File: src/rtl/clkdiv_pkg.sv
package clkdiv_pkg;
  typedef enum logic [1:0] {
    DEC_PLUS1    = 2'd0,
    DEC_ONEBASED = 2'd1,
    DEC_POW2     = 2'd2,
    DEC_TABLE    = 2'd3
  } dec_mode_e;

  localparam int CTRL_W = 16;
endpackage

File: src/rtl/clkdiv_ctrl_reg.sv
module clkdiv_ctrl_reg
  import clkdiv_pkg::*;
#(
  parameter int                SHIFT     = 4,
  parameter int                WIDTH     = 4,
  parameter bit                HIWORD    = 1'b0,
  parameter bit                READ_ONLY = 1'b0,
  parameter logic [CTRL_W-1:0] RST_VAL   = '0
) (
  input  logic              clk,
  input  logic              rst_n,
  input  logic              wr_en,
  input  logic [1:0]        wr_be,
  input  logic [31:0]       wr_data,
  output logic [CTRL_W-1:0] ctrl_q
);
  localparam logic [CTRL_W-1:0] FIELD_MASK = CTRL_W'(((1 << WIDTH) - 1) << SHIFT);

  logic [CTRL_W-1:0] wmask;
  logic [CTRL_W-1:0] ctrl_nxt;

  generate
    if (HIWORD) begin : g_hiword
      assign wmask = wr_data[31:16] & (READ_ONLY ? ~FIELD_MASK : '1);
    end else begin : g_bytes
      assign wmask = {{8{wr_be[1]}}, {8{wr_be[0]}}} & (READ_ONLY ? ~FIELD_MASK : '1);
    end
  endgenerate

  assign ctrl_nxt = (ctrl_q & ~wmask) | (wr_data[CTRL_W-1:0] & wmask);

  always_ff @(posedge clk or negedge rst_n) begin
    if (!rst_n)     ctrl_q <= RST_VAL;
    else if (wr_en) ctrl_q <= ctrl_nxt;
  end
endmodule

File: src/rtl/clkdiv_decode.sv
module clkdiv_decode
  import clkdiv_pkg::*;
#(
  parameter dec_mode_e                      MODE       = DEC_PLUS1,
  parameter int                             WIDTH      = 4,
  parameter int                             DIV_W      = 16,
  parameter bit                             ALLOW_ZERO = 1'b0,
  parameter int                             TBL_N      = 4,
  parameter logic [TBL_N-1:0][WIDTH-1:0]    TBL_VAL    = '0,
  parameter logic [TBL_N-1:0][DIV_W-1:0]    TBL_DIV    = '0
) (
  input  logic [WIDTH-1:0] field,
  output logic [DIV_W-1:0] div,
  output logic             byp,
  output logic             bad
);
  logic [DIV_W-1:0] raw_div;
  logic             raw_bad;
  logic             zero_byp;

  generate
    if (MODE == DEC_PLUS1) begin : g_plus1
      assign raw_div  = DIV_W'(field) + 1'b1;
      assign raw_bad  = 1'b0;
      assign zero_byp = 1'b0;
    end else if (MODE == DEC_ONEBASED) begin : g_onebased
      assign raw_div  = DIV_W'(field);
      assign raw_bad  = (field == '0) && !ALLOW_ZERO;
      assign zero_byp = (field == '0) && ALLOW_ZERO;
    end else if (MODE == DEC_POW2) begin : g_pow2
      logic too_big;
      assign too_big  = 32'(field) >= DIV_W;
      assign raw_div  = too_big ? '0 : (DIV_W'(1) << field);
      assign raw_bad  = too_big;
      assign zero_byp = 1'b0;
    end else begin : g_table
      logic [DIV_W-1:0] hit_div;
      logic             hit;
      logic             stop;
      always_comb begin
        hit     = 1'b0;
        stop    = 1'b0;
        hit_div = '0;
        for (int i = 0; i < TBL_N; i++) begin
          if (!stop) begin
            if (TBL_DIV[i] == '0) begin
              stop = 1'b1;
            end else if (!hit && TBL_VAL[i] == field) begin
              hit     = 1'b1;
              hit_div = TBL_DIV[i];
            end
          end
        end
      end
      assign raw_div  = hit_div;
      assign raw_bad  = !hit;
      assign zero_byp = 1'b0;
    end
  endgenerate

  assign bad = raw_bad;
  assign byp = !raw_bad && (zero_byp || raw_div == DIV_W'(1));
  assign div = (raw_bad || byp) ? '0 : raw_div;
endmodule

File: src/rtl/clkdiv_gen.sv
module clkdiv_gen #(
  parameter int DIV_W = 16
) (
  input  logic             clk,
  input  logic             rst_n,
  input  logic [DIV_W-1:0] new_div,
  input  logic             new_byp,
  input  logic             new_bad,
  output logic [DIV_W-1:0] cur_div,
  output logic             cur_byp,
  output logic             cur_bad,
  output logic             wrap,
  output logic             div_q
);
  logic [DIV_W-1:0] cnt_q;
  logic [DIV_W-1:0] cnt_inc;
  logic             run;
  logic             new_run;

  assign run     = !cur_byp && !cur_bad && (cur_div > DIV_W'(1));
  assign new_run = !new_byp && !new_bad && (new_div > DIV_W'(1));
  assign wrap    = !run || (cnt_q == cur_div - 1'b1);
  assign cnt_inc = cnt_q + 1'b1;

  always_ff @(posedge clk or negedge rst_n) begin
    if (!rst_n) begin
      cnt_q   <= '0;
      cur_div <= '0;
      cur_byp <= 1'b0;
      cur_bad <= 1'b0;
      div_q   <= 1'b0;
    end else if (wrap) begin
      cnt_q   <= '0;
      cur_div <= new_div;
      cur_byp <= new_byp;
      cur_bad <= new_bad;
      div_q   <= new_run;
    end else begin
      cnt_q   <= cnt_inc;
      div_q   <= cnt_inc < (cur_div >> 1);
    end
  end
endmodule

File: src/rtl/clkdiv_reg.sv
module clkdiv_reg
  import clkdiv_pkg::*;
#(
  parameter dec_mode_e                   MODE       = DEC_PLUS1,
  parameter int                          SHIFT      = 4,
  parameter int                          WIDTH      = 4,
  parameter int                          DIV_W      = 16,
  parameter bit                          ALLOW_ZERO = 1'b0,
  parameter bit                          HIWORD     = 1'b0,
  parameter bit                          READ_ONLY  = 1'b0,
  parameter logic [15:0]                 RST_VAL    = 16'h0000,
  parameter int                          TBL_N      = 4,
  parameter logic [TBL_N-1:0][WIDTH-1:0] TBL_VAL    = {4'd5, 4'd9, 4'd7, 4'd3},
  parameter logic [TBL_N-1:0][DIV_W-1:0] TBL_DIV    = {16'd6, 16'd0, 16'd2, 16'd5}
) (
  input  logic        clk,
  input  logic        rst_n,
  input  logic        wr_en,
  input  logic [1:0]  wr_be,
  input  logic [31:0] wr_data,
  output logic [31:0] rd_data,
  output logic        clk_out,
  output logic        bad_cfg
);
  logic [CTRL_W-1:0] ctrl_q;
  logic [DIV_W-1:0]  dec_div;
  logic              dec_byp;
  logic              dec_bad;
  logic [DIV_W-1:0]  cur_div;
  logic              cur_byp;
  logic              wrap;
  logic              div_q;

  clkdiv_ctrl_reg #(
    .SHIFT(SHIFT), .WIDTH(WIDTH), .HIWORD(HIWORD),
    .READ_ONLY(READ_ONLY), .RST_VAL(RST_VAL)
  ) u_reg (
    .clk(clk), .rst_n(rst_n), .wr_en(wr_en), .wr_be(wr_be),
    .wr_data(wr_data), .ctrl_q(ctrl_q)
  );

  clkdiv_decode #(
    .MODE(MODE), .WIDTH(WIDTH), .DIV_W(DIV_W), .ALLOW_ZERO(ALLOW_ZERO),
    .TBL_N(TBL_N), .TBL_VAL(TBL_VAL), .TBL_DIV(TBL_DIV)
  ) u_dec (
    .field(ctrl_q[SHIFT +: WIDTH]), .div(dec_div), .byp(dec_byp), .bad(dec_bad)
  );

  clkdiv_gen #(.DIV_W(DIV_W)) u_gen (
    .clk(clk), .rst_n(rst_n), .new_div(dec_div), .new_byp(dec_byp),
    .new_bad(dec_bad), .cur_div(cur_div), .cur_byp(cur_byp),
    .cur_bad(bad_cfg), .wrap(wrap), .div_q(div_q)
  );

  assign rd_data = {16'h0000, ctrl_q};
  assign clk_out = cur_byp ? clk : div_q;
endmodule

File: config.mk
export PLATFORM = sky130hd
export DESIGN_NAME = clkdiv_reg
export DESIGN_NICKNAME = d
export VERILOG_FILES = /design/src/rtl/clkdiv_pkg.sv /design/src/rtl/clkdiv_ctrl_reg.sv /design/src/rtl/clkdiv_decode.sv /design/src/rtl/clkdiv_gen.sv /design/src/rtl/clkdiv_reg.sv
export SDC_FILE = /design/constraint.sdc
export NUM_CORES = 1
export LEC_CHECK = 0
export ABC_AREA = 1
export ABC_CLOCK_PERIOD_IN_PS = 2800
export BUFFER_PORTS_ARGS = -buffer_cell sky130_fd_sc_hd__buf_2
export CORE_ASPECT_RATIO = 0.6
export CORE_MARGIN = 2
export CORE_UTILIZATION = 57
export CTS_CLUSTER_SIZE = 25
export DETAILED_ROUTE_END_ITERATION = 12
export GPL_TIMING_DRIVEN = 0
export PLACE_DENSITY = 0.82
export SLEW_MARGIN = 10
export SYNTH_ARGS = -nofsm -noshare
export SYNTH_HDL_FRONTEND = slang
export SYNTH_HIERARCHICAL = 1
export SYNTH_SLANG_ARGS = --single-unit
export TNS_END_PERCENT = 20
File: constraint.sdc
create_clock -name clk -period 2.8 [get_ports clk]
set_input_delay 0.56 -clock clk [delete_from_list [all_inputs] [get_ports clk]]
set_output_delay 0.56 -clock clk [all_outputs]
set_load 0.01 [all_outputs]
* After elaboration in Yosys (flattened, before gate mapping)
Index checks and enable logic that the tools add are counted.
** Storage, ports and cells
- Register bits after elaboration :: 50
- Word-level logic and storage cells :: 27
** Cells by class
- Equality and inequality tests :: 2
- Add/sub/neg operators :: 3
- Muxes and demuxes :: 4
- Bitwise operators :: 4
- $lt $le $gt $ge :: 3
- Reduce and logical (&&, ||, !) cells :: 6
** Operator list (number)
- bitwise AND 16 bit :: 2
- greater-than comparator 16 x 1 -> 1 bit (second input constant) :: 2
- two-way mux 16 bit :: 2
- adder 16 x 1 -> 16 bit (second input constant) :: 1
- equality test 16 x 1 -> 1 bit (second input constant) :: 1
- equality test 16 bit :: 1
- less-than comparator 16 x 15 -> 1 bit :: 1
- inverter 16 bit :: 1
- OR 16 bit :: 1
- subtractor 16 x 1 -> 16 bit (second input constant) :: 1
- adder 4 x 1 -> 5 bit (second input constant) :: 1
- zero test 1 bit :: 3
- logical AND 1 bit :: 2
- two-way mux 1 bit :: 2
- logical OR 1 bit :: 1

* Longest topological paths before layout
- Word-level depth :: 6
- Depth in mapped cells :: 20
- Depth with buffers taken out :: 20

* Cells and area by module
The synthesis kept the hierarchy.
** By module, submodules not included
- clkdiv_gen :: area each 2715.1 µm², cells an instance 387, sequential area each 875.8 µm², times used 1
- clkdiv_ctrl_reg :: area each 713.2 µm², cells an instance 70, sequential area each 400.4 µm², times used 1
- clkdiv_decode :: area each 200.2 µm², cells an instance 34, sequential area each 0.0 µm², times used 1
- clkdiv_reg :: area each 138.9 µm², cells an instance 21, sequential area each 0.0 µm², times used 1

==> out/results.ini <==
[outcome]
outcome=completed

[placed_design]
place_inst=657
dp_hpwl_um=6710
gp_congestion=0.881
place_area_mm2=0.00415
io_buffers=35

[floorplan]
ios=71
start_util=0.603
die_w_um=109
dieArea_mm2=0.00730
die_h_um=67.0
core-area_mm2=0.00625
rows=22

[cells_and_area]
final_cell_mix=nand2_1, inv_1, dfrtp_1, nor2_1
stdcell_count=671
postLayoutCellArea_mm2=0.00436
syn_to_final_growth_pct=15.8
layout-drive-gt1-share=0.232
layout_commonest_cell=nand2_1
nets=642
antenna_cells=0
fill_cells=526

[sta]
finalSetupViolCount=0
max_freq_mhz=385
worst_clock_skew_ns=0.0111
slew-limit-headroom=0.578
worstMarginPinSlew_ns=0.633
rsz0062_at_grt=false
post-route-min-period_ns=2.60
report.final.slew_viol_count=0
finalCritPeriodShare=0.928
hold_viol_final=0
setup_tns_ns=0

[synthesis]
syn-instance-count=512
ys_async_sr_fraction=1.00
ys_seq_area_frac=0.339
yosysUniqueCellTypes=34
synth_area_per_cell_um2=7.36
synth_edf_count=0
synth_warnings=6
ys_seq_elements=51
syn_area_mm2=0.00377
synth_top_flop_cell=dfrtp_1

[global_routing]
grt_pass1_vias=2995
grt.overflow.total=0
antenna_found_initial=0
track_usage=0.259
grt_pass1_wl_um=14100
grt_max_degree=52

[power_and_ir_drop]
power_mw=3.59
powerDensity_mw_per_mm2=824
p_leak_nw=2.48
ir_drop_v=0.000497

[route]
wl_per_cell_um=12.9
vias_per_cell=5.04
vias=3379
drt_wl_total_um=8630
drt_iter0_drc=218
ant_nets=0
dr.pass1.iters=5
drc=0

[critical_path]
cp_max_fo=4
cp_slowest_stage_delay_ns=0.43
cp.arrival_ns=2.93
crit_path_frequent_cell=nand3_1
cp_cell_sequence=inv_1 > nor2_2 > nand2_1 > nor3_4 > nand3_1 > xor2_1 > inv_1 > ha_1 > nand4_1 > nor3b_1 > nand3_1 > nor2_1 > nor2_2 > nand3_1 > nand2_1
worstSetupPathType=reg -> reg
slowest_stage=dfrtp_1
required_ns=3.13
critPathLaunchType=flop
endpoint_kind=flop

[min_path]
hold_class=in -> async

[job]
drv_cap=0

[clocking]
clk_pin_slew_ns=0.11
cts_tree=built
holdBufCountCts=0
clkLatencyLatePin_ns=0.44

stage by stage:
| stage | util | hold WS [ns] | setup slack [ns] |
|---|---|---|---|
| floorplan | - | 0.264 | 0.521 |
| global placement | 0.663 | 0.449 | 0.0147 |
| finish | 0.698 | 0.121 | 0.202 |
| global route | 0.698 | 0.177 | 0.0166 |
| detailed placement | 0.663 | 0.456 | 0.0163 |
| CTS | 0.686 | 0.343 | 0.0376 |
cell families after synthesis:
group                    share of synthesized area
AND/OR/NAND/NOR                              0.351
buffers and inverters                        0.157
flip-flops                                   0.339
XOR/XNOR                                    0.0581
adder cells (fa/ha/maj)                     0.0631
AO/OA/AOI/OAI                               0.0299
other                                      0.00199
report_power, final:
part	switching (mW)	total, mW	internal [mW]	leakage [nW]
clock	0.307	0.586	0.279	0.0711
combinational	1.06	1.77	0.711	1.77
sequential	0.310	1.24	0.931	0.639
cells in the mapped netlist, types with 2 or more instances:
cell type | number | share of area
a21oi_1 | 7 | 0.0093
a21oi_2 | 2 | 0.0047
buf_2 | 2 | 0.0027
buf_4 | 32 | 0.064
buf_6 | 4 | 0.012
conb_1 | 2 | 0.0020
dfrtp_1 | 51 | 0.34
ha_1 | 19 | 0.063
inv_1 | 71 | 0.071
nand2_1 | 150 | 0.15
nand2_2 | 7 | 0.012
nand3_1 | 35 | 0.046
nand3_2 | 14 | 0.037
nand3b_1 | 4 | 0.0080
nand4_1 | 9 | 0.015
nor2_1 | 46 | 0.046
nor2_2 | 6 | 0.010
nor2_4 | 2 | 0.0060
nor3_1 | 6 | 0.0080
nor4_1 | 3 | 0.0050
o21ai_0 | 4 | 0.0053
xnor2_1 | 8 | 0.019
xor2_1 | 17 | 0.040
what timing repair did:
item,CTS,global route
pin swaps,0,1
setup buffers,0,3
endpoints found under the setup margin,1,1
gates resized for setup,2,14
cell type report:
class / instances / area [um^2] / share of cell area
Clock buffer: 9 / 115 / 0.0264
Inverter: 72 / 270 / 0.0619
Tap cell: 84 / 105 / 0.0241
Multi-Input combinational cell: 375 / 2050 / 0.470
Sequential cell: 51 / 1280 / 0.293
Clock inverter: 3 / 27.5 / 0.00631
Timing Repair Buffer: 37 / 195 / 0.0447
Buffer: 40 / 320 / 0.0734
worst paths after layout:
kind	cells past startpoint	start	to	slack, ns
hold reg to reg	2	flop	flop	0.48
min in group clk	3	wr_data[7]	flop	0.35
setup / recovery	15	u_gen/cnt_q[2]	u_gen/div_q	0.20
max in group asynchronous	1	rst_n	u_gen/cnt_q[0]	2.21
setup reg to reg	15	u_gen/cnt_q[2]	u_gen/div_q	0.20
hold / removal	1	rst_n	u_gen/cnt_q[5]	0.12
critical path: cells and delay by family, from the launching register on:
family	cells	cell delay [ns]
XOR/XNOR	1	0.19
adder cells (fa/ha/maj)	1	0.32
buffers and inverters	2	0.15
flip-flops	1	0.43
AND/OR/NAND/NOR	11	1.39
metal layers:
metal	vias up	GRT usage	part of all wire
li1	1690	-	-
met1	1564	0.378	0.49
met2	112	0.367	0.42
met3	13	0.0519	0.077
met4	0	0.112	0.015
met5	-	0	0
(Power assumes the default switching activity.)
